**src/rtl/cfgl_pkg.sv**
```systemverilog
package cfgl_pkg;

  typedef enum logic [1:0] {
    LOC_STATIC  = 2'd0,
    LOC_DYNAMIC = 2'd1,
    LOC_TEST    = 2'd2
  } loc_kind_e;

  localparam logic [1:0] RXM_VIDEO = 2'b01;
  localparam logic [1:0] RXM_BIST  = 2'b10;

  // Class of a location: the last slot of each channel group is dynamic,
  // anything past the used range is a protected test location.
  function automatic loc_kind_e kind_of(int unsigned a, int unsigned per_ch,
                                        int unsigned used);
    if (a >= used) return LOC_TEST;
    if ((a % per_ch) == per_ch - 1) return LOC_DYNAMIC;
    return LOC_STATIC;
  endfunction

  function automatic int unsigned chan_of(int unsigned a, int unsigned per_ch);
    return a / per_ch;
  endfunction

  // Reset byte: dynamic locations come up with the PLL power-down bit set.
  function automatic logic [7:0] reset_of(loc_kind_e k);
    return (k == LOC_DYNAMIC) ? 8'h04 : 8'h00;
  endfunction

endpackage

```
**src/rtl/cfgl_decode.sv**
```systemverilog
module cfgl_decode #(
  parameter int ADDR_W      = 3,
  parameter int NUM_CH      = 2,
  parameter int LOCS_PER_CH = 3,
  localparam int NUM_USED   = NUM_CH * LOCS_PER_CH
) (
  input  logic                clk,
  input  logic                rst_n,
  input  logic                wr_en,
  input  logic [ADDR_W-1:0]   wr_addr,
  output logic [NUM_USED-1:0] loc_we,
  output logic [NUM_CH-1:0]   dyn_hit,
  output logic                test_hit
);

  always_comb begin
    loc_we = '0;
    for (int i = 0; i < NUM_USED; i++) begin
      if (wr_en && (int'(wr_addr) == i)) loc_we[i] = 1'b1;
    end
  end

  assign test_hit = wr_en && (int'(wr_addr) >= NUM_USED);

  for (genvar c = 0; c < NUM_CH; c++) begin : g_dyn
    assign dyn_hit[c] = loc_we[c*LOCS_PER_CH + LOCS_PER_CH - 1];
  end

  // at most one location strobed per cycle, never together with a test hit
  assert_one_target_R2: assert property (@(posedge clk) disable iff (!rst_n)
    $onehot0({loc_we, test_hit}));

  // a strobed protected address reaches no location
  assert_test_no_we_R6: assert property (@(posedge clk) disable iff (!rst_n)
    test_hit |-> (loc_we == '0));

endmodule

```
**src/rtl/cfgl_lock.sv**
```systemverilog
module cfgl_lock #(
  parameter int NUM_CH = 2
) (
  input  logic              clk,
  input  logic              rst_n,
  input  logic [NUM_CH-1:0] dyn_hit,
  output logic [NUM_CH-1:0] locked
);

  always_ff @(posedge clk or negedge rst_n) begin
    if (!rst_n) locked <= '0;
    else        locked <= locked | dyn_hit;
  end

  for (genvar c = 0; c < NUM_CH; c++) begin : g_chk
    // a seal only appears after that channel's dynamic write
    assert_seal_cause_R4: assert property (@(posedge clk) disable iff (!rst_n)
      $rose(locked[c]) |-> $past(dyn_hit[c]));
    // a seal stays set until reset
    assert_seal_sticky_R5: assert property (@(posedge clk) disable iff (!rst_n)
      locked[c] |=> locked[c]);
  end

endmodule

```
**src/rtl/cfgl_loc.sv**
```systemverilog
module cfgl_loc #(
  parameter int              DATA_W    = 8,
  parameter logic [DATA_W-1:0] RST_VAL = '0,
  parameter bit              IS_STATIC = 1'b1
) (
  input  logic              clk,
  input  logic              rst_n,
  input  logic              we,
  input  logic              locked,
  input  logic [DATA_W-1:0] wr_data,
  output logic [DATA_W-1:0] q
);

  localparam logic GUARD = IS_STATIC;

  logic accept;
  assign accept = we & ~(GUARD & locked);

  always_ff @(posedge clk or negedge rst_n) begin
    if (!rst_n)      q <= RST_VAL;
    else if (accept) q <= wr_data;
  end

  // an accepted write lands on the next cycle
  assert_take_R2: assert property (@(posedge clk) disable iff (!rst_n)
    (we && !(IS_STATIC && locked)) |=> (q == $past(wr_data)));

  // a sealed static location holds its value
  assert_sealed_hold_R4: assert property (@(posedge clk) disable iff (!rst_n)
    (IS_STATIC && locked && we) |=> $stable(q));

  // no strobe, no change
  assert_idle_hold_R2: assert property (@(posedge clk) disable iff (!rst_n)
    !we |=> $stable(q));

endmodule

```
**src/rtl/cfgl_bank.sv**
```systemverilog
module cfgl_bank #(
  parameter int ADDR_W      = 3,
  parameter int DATA_W      = 8,
  parameter int LOCS_PER_CH = 3,
  localparam int NUM_CH     = 2,
  localparam int NUM_USED   = NUM_CH * LOCS_PER_CH
) (
  input  logic                       clk,
  input  logic                       rst_n,
  input  logic                       wr_en,
  input  logic [ADDR_W-1:0]          wr_addr,
  input  logic [DATA_W-1:0]          wr_data,
  output logic [NUM_USED*DATA_W-1:0] cfg_words,
  output logic                       a_rx_video_en,
  output logic                       a_rx_bist_en,
  output logic                       a_rx_pll_pd,
  output logic [1:0]                 a_rx_oe,
  output logic [1:0]                 b_tx_oe,
  output logic                       b_tx_bist_en,
  output logic                       b_pab_rst,
  output logic [NUM_CH-1:0]          static_locked,
  output logic                       wr_err
);
  import cfgl_pkg::*;

  localparam int A_STAT = 0;
  localparam int A_DYN  = LOCS_PER_CH - 1;
  localparam int B_STAT = LOCS_PER_CH;
  localparam int B_DYN  = 2 * LOCS_PER_CH - 1;

  logic [NUM_USED-1:0] loc_we;
  logic [NUM_CH-1:0]   dyn_hit;
  logic                test_hit;
  logic [DATA_W-1:0]   q [NUM_USED];

  cfgl_decode #(.ADDR_W(ADDR_W), .NUM_CH(NUM_CH), .LOCS_PER_CH(LOCS_PER_CH)) u_dec (
    .clk(clk), .rst_n(rst_n), .wr_en(wr_en), .wr_addr(wr_addr),
    .loc_we(loc_we), .dyn_hit(dyn_hit), .test_hit(test_hit)
  );

  cfgl_lock #(.NUM_CH(NUM_CH)) u_lock (
    .clk(clk), .rst_n(rst_n), .dyn_hit(dyn_hit), .locked(static_locked)
  );

  for (genvar i = 0; i < NUM_USED; i++) begin : g_loc
    localparam loc_kind_e KIND = kind_of(i, LOCS_PER_CH, NUM_USED);
    localparam int        CH   = chan_of(i, LOCS_PER_CH);
    cfgl_loc #(
      .DATA_W(DATA_W),
      .RST_VAL(DATA_W'(reset_of(KIND))),
      .IS_STATIC(KIND == LOC_STATIC)
    ) u_loc (
      .clk(clk), .rst_n(rst_n), .we(loc_we[i]), .locked(static_locked[CH]),
      .wr_data(wr_data), .q(q[i])
    );
    assign cfg_words[i*DATA_W +: DATA_W] = q[i];
  end

  always_ff @(posedge clk or negedge rst_n) begin
    if (!rst_n) wr_err <= 1'b0;
    else        wr_err <= test_hit;
  end

  assign a_rx_video_en = (q[A_DYN][1:0] == RXM_VIDEO);
  assign a_rx_bist_en  = (q[A_DYN][1:0] == RXM_BIST);
  assign a_rx_pll_pd   = q[A_DYN][2];
  assign a_rx_oe       = q[A_STAT][1:0];
  assign b_tx_oe       = q[B_STAT][1:0];
  assign b_pab_rst     = q[B_DYN][0];
  assign b_tx_bist_en  = q[B_DYN][1];

  // protected writes leave every location alone and raise the flag
  assert_test_ignored_R6: assert property (@(posedge clk) disable iff (!rst_n)
    test_hit |=> ($stable(cfg_words) && wr_err));

  // the flag has no other cause
  assert_err_cause_R6: assert property (@(posedge clk) disable iff (!rst_n)
    wr_err |-> $past(test_hit));

  // a video code written to channel A's dynamic latch shows next cycle
  assert_mode_video_R7: assert property (@(posedge clk) disable iff (!rst_n)
    (loc_we[A_DYN] && wr_data[1:0] == RXM_VIDEO) |=>
      (a_rx_video_en && !a_rx_bist_en));

  // the dynamic latch of channel B takes writes even when sealed
  assert_dyn_open_R3: assert property (@(posedge clk) disable iff (!rst_n)
    loc_we[B_DYN] |=> ({b_tx_bist_en, b_pab_rst} == $past(wr_data[1:0])));

endmodule

```
**config.mk**
```make
export PLATFORM = sky130hd
export DESIGN_NAME = cfgl_bank
export DESIGN_NICKNAME = d
export VERILOG_FILES = /design/src/rtl/cfgl_pkg.sv /design/src/rtl/cfgl_decode.sv /design/src/rtl/cfgl_lock.sv /design/src/rtl/cfgl_loc.sv /design/src/rtl/cfgl_bank.sv
export SDC_FILE = /design/constraint.sdc
export NUM_CORES = 1
export LEC_CHECK = 0
export ABC_AREA = 0
export BUFFER_PORTS_ARGS = -buffer_cell sky130_fd_sc_hd__buf_2
export CORE_MARGIN = 1
export CORE_UTILIZATION = 50
export CTS_BUF_LIST = sky130_fd_sc_hd__clkbuf_2
export CTS_CLUSTER_SIZE = 16
export DETAILED_ROUTE_END_ITERATION = 7
export GPL_TIMING_DRIVEN = 1
export PLACE_DENSITY = 0.79
export SYNTH_ARGS = -nofsm -noshare
export SYNTH_HDL_FRONTEND = slang
export SYNTH_HIERARCHICAL = 1
export SYNTH_SLANG_ARGS = --single-unit
```
**constraint.sdc**
```tcl
create_clock -name clk -period 1.26 [get_ports clk]
set_input_delay 0.252 -clock clk [delete_from_list [all_inputs] [get_ports clk]]
set_output_delay 0.252 -clock clk [all_outputs]
set_load 0.05 [all_outputs]
```
==> impl_results.md <==
* Status: complete, but fails checks
* Failing checks: negative setup slack
* Die ar. at just under 5000 um^2
* # DRC at 0
* GP Congestion at 0.746
* DP Wirelength at roughly 3300 um
* Yosys warnings at 6
* CP Data Arrival Time at roughly 1.3 ns
* Post-DRT Antenna Nets at 0
* Largest area contributor in the netlist: dfrtp_1
* Fin. Hold Viols at 0
* Async S/R FF share, synth at 100%
* Area Overhead vs Synth at 52.0%
* Top-count cell post-synth: dfrtp_1
* Initial DRC count at 58
* Largest net degree at the start of global routing at 52
* Worst Hold Class: in -> reg
* Worst-Skew Late Latency at 0.43 ns
* Number of vias per cell at approximately 5.0
* Antenna diode count at 0
* CTS tree: done
* CP Class: reg -> out
* H-Tree Level Count at 2
* Worst slew pin tran at about 0.38 ns
* Vias in the first global route at 1,625
* Layout cells sized above 1 at 80.5%
* Ports at 74
* Post-synth EDFFs at 0
* DP Cell Count at 247
* Post-synthesis sequential area ratio at 55.6%
* Placed Area at roughly 2700 um^2
* Clk_skew at 0.0252 ns
* Endpoints failing setup at 68
* Global-route wire length before repair at around 8700 um
* Rows at 24
* Mapped cell area at ~2300 um^2
* Mapped Avg Cell Area at 17.8 um^2
* Max transition margin at 74.9%
* Tmin final at between 1.5 and 2 ns
* Layout Nets at 259
* Vias at roughly 1,500
* Synth top cells by count: dfrtp_1, mux2_4, buf_4
* Synth cell types at 14
* Primary FF master, synth: dfrtp_1
* Die width at approximately 70 um
* Critical Path, Cell by Cell: and2b_2 -> buf_6
* CTS Root Cell: clkbuf_2
* Worst Setup Start Kind: register
* Routed len/inst at 19.5 um
* FILL cells at 223
* Ranking of synthesized cells by area: dfrtp_1, mux2_4, buf_4, buf_6, nor2b_4
* Unrepaired setup endpoints after global routing: yes
* Pleak at about 1.7 nW
* Top-area cell type share of the netlist area at 53.3%
* Core area at 4380 um^2
* Inserted Clock Buffers at 5
* Max frequency at 0.651 GHz
* Total GRT Usage at a little under a quarter
* Final Max Slew Viols at 0
* Final core utilization at 79.7%
* Die height at 69.8 um
* Final WL at 5800 um
* Initial Util at 52.4%
* Slowest cell on crit path: dfrtp_2
* Critical Path Max Stage Delay at 0.48 ns
* Max Cap Viol at 0
* Pre-antenna DRT Iters at 4
* Critical Path RT at 1.01 ns
* Worst hold slack at 0.124 ns
* Peak supply drop at 0.000916 V
* PwrDens at approximately 2000 nW/um^2
* Worst-path clk slew at 0.24 ns
* Tcrit/Tclk final at 122%
* Grt total ovfl at 0
* Crit Path Max Fanout at 4
* Longest Clk Path Bufs at 2
* Yosys reg bits at 51
* Setup crit end kind: output port
* Fin area at 3490 um^2
* CTS sink cnt at 51
* Initial antenna violation count at 0
* Port bufs at between 70 and 80
* Cells after Synth at 129
* Final WS setup at -0.277 ns
* Final TNS setup at -3.37 ns
* Mapped Nets at between 100 and 150
* Final non-filler cell total at 298
==> registers in the layout, summed over array words and instances (netlist names) <==
name and cells:
g_loc.u_loc/q 48, wr_err 1, u_lock/locked 2
==> per-layer routing <==
layer	part of all wire (%)	wire length (um)	vias to the layer above	GRT usage (%)
met1	41	2380	757	29.9
met4	1.5	89	0	8.22
li1	-	-	673	-
met5	0	0	-	0
met2	53	3100	55	40.5
met3	4.1	236	9	5.38
==> timing repair <==
| item | 4_1_cts | 5_1_grt |
|---|---|---|
| hold buffers | 1 | 0 |
| endpoints found under the setup margin | 60 | 92 |
| buffers inserted | 31 | 11 |
| gates resized for setup | 116 | 14 |
| hold endpoints to repair | 49 | 0 |
| cloned | 0 | 0 |
==> layout make-up <==
| type | instances | area (um^2) | area share (%) |
|---|---|---|---|
| clock buffer | 8 | 40.0 | 1.15 |
| timing repair buffer | 124 | 1210 | 34.7 |
| tap | 52 | 65.1 | 1.86 |
| sequential | 51 | 1280 | 36.8 |
| multi-input combinational | 63 | 892 | 25.5 |
==> through the flow <==
stage,setup WS [ns],power [W]
floorplan,0.0282,0.00467
global placement,-0.135,0.00523
detailed placement,-0.220,0.00529
CTS,-0.282,0.00691
global route,-0.334,0.00738
finish,-0.277,0.00714
==> critical path, delay by kind of cell (launching register included) <==
kind / cells / cell delay, ns
and+or+nand+nor: 1 / 0.22
buffers and inverters: 1 / 0.15
DFF: 1 / 0.48
==> kinds of logic after synthesis <==
kind of cell / Yosys count / share of synthesized area, %
flip-flops: 51 / 55.6
buffers and inverters: 15 / 5.88
multiplexers: 48 / 31.4
AND/OR/NAND/NOR: 15 / 7.13
==> path summary, 6_finish.rpt <==
path	startpoint	end	slack [ns]	depth (start not counted)
hold reg to reg	g_loc[1].u_loc/q[7]$_DFFE_PN0P_	g_loc[1].u_loc/q[7]$_DFFE_PN0P_	0.58	1
setup / recovery	g_loc[2].u_loc/q[0]$_DFFE_PN0P_	a_rx_bist_en	-0.28	2
setup reg to reg	u_lock/locked[1]$_DFF_PN0_	g_loc[3].u_loc/q[5]$_DFFE_PN0P_	-0.07	4
max in group asynchronous	rst_n	g_loc[5].u_loc/q[2]$_DFFE_PN1P_	0.64	3
min in group asynchronous	rst_n	g_loc[4].u_loc/q[3]$_DFFE_PN0P_	0.32	3
hold / removal	wr_data[5]	g_loc[1].u_loc/q[5]$_DFFE_PN0P_	0.12	2
==> cells in the final DEF, fill, tap and decap left out <==
master and n:
buf_6 62, mux2_4 48, dfrtp_1 44, buf_4 41, buf_2 13, clkbuf_2 8, nor2b_4 5, buf_12 5
dfrtp_2 5, and4bb_2 3, dfstp_2 2, buf_8 2, or2_1 2, and2b_2 1, dlygate4sd3_1 1, and4b_2 1
nor4b_2 1, and3_2 1, and4b_1 1
==> power breakdown <==
group / switching [W] / internal [W] / total (W)
clock: 0.000480 / 0.000163 / 0.000644
combinational: 0.00225 / 0.00183 / 0.00408
sequential: 0.000370 / 0.00205 / 0.00242
Note: power is estimated with default switching activity, not from simulation.
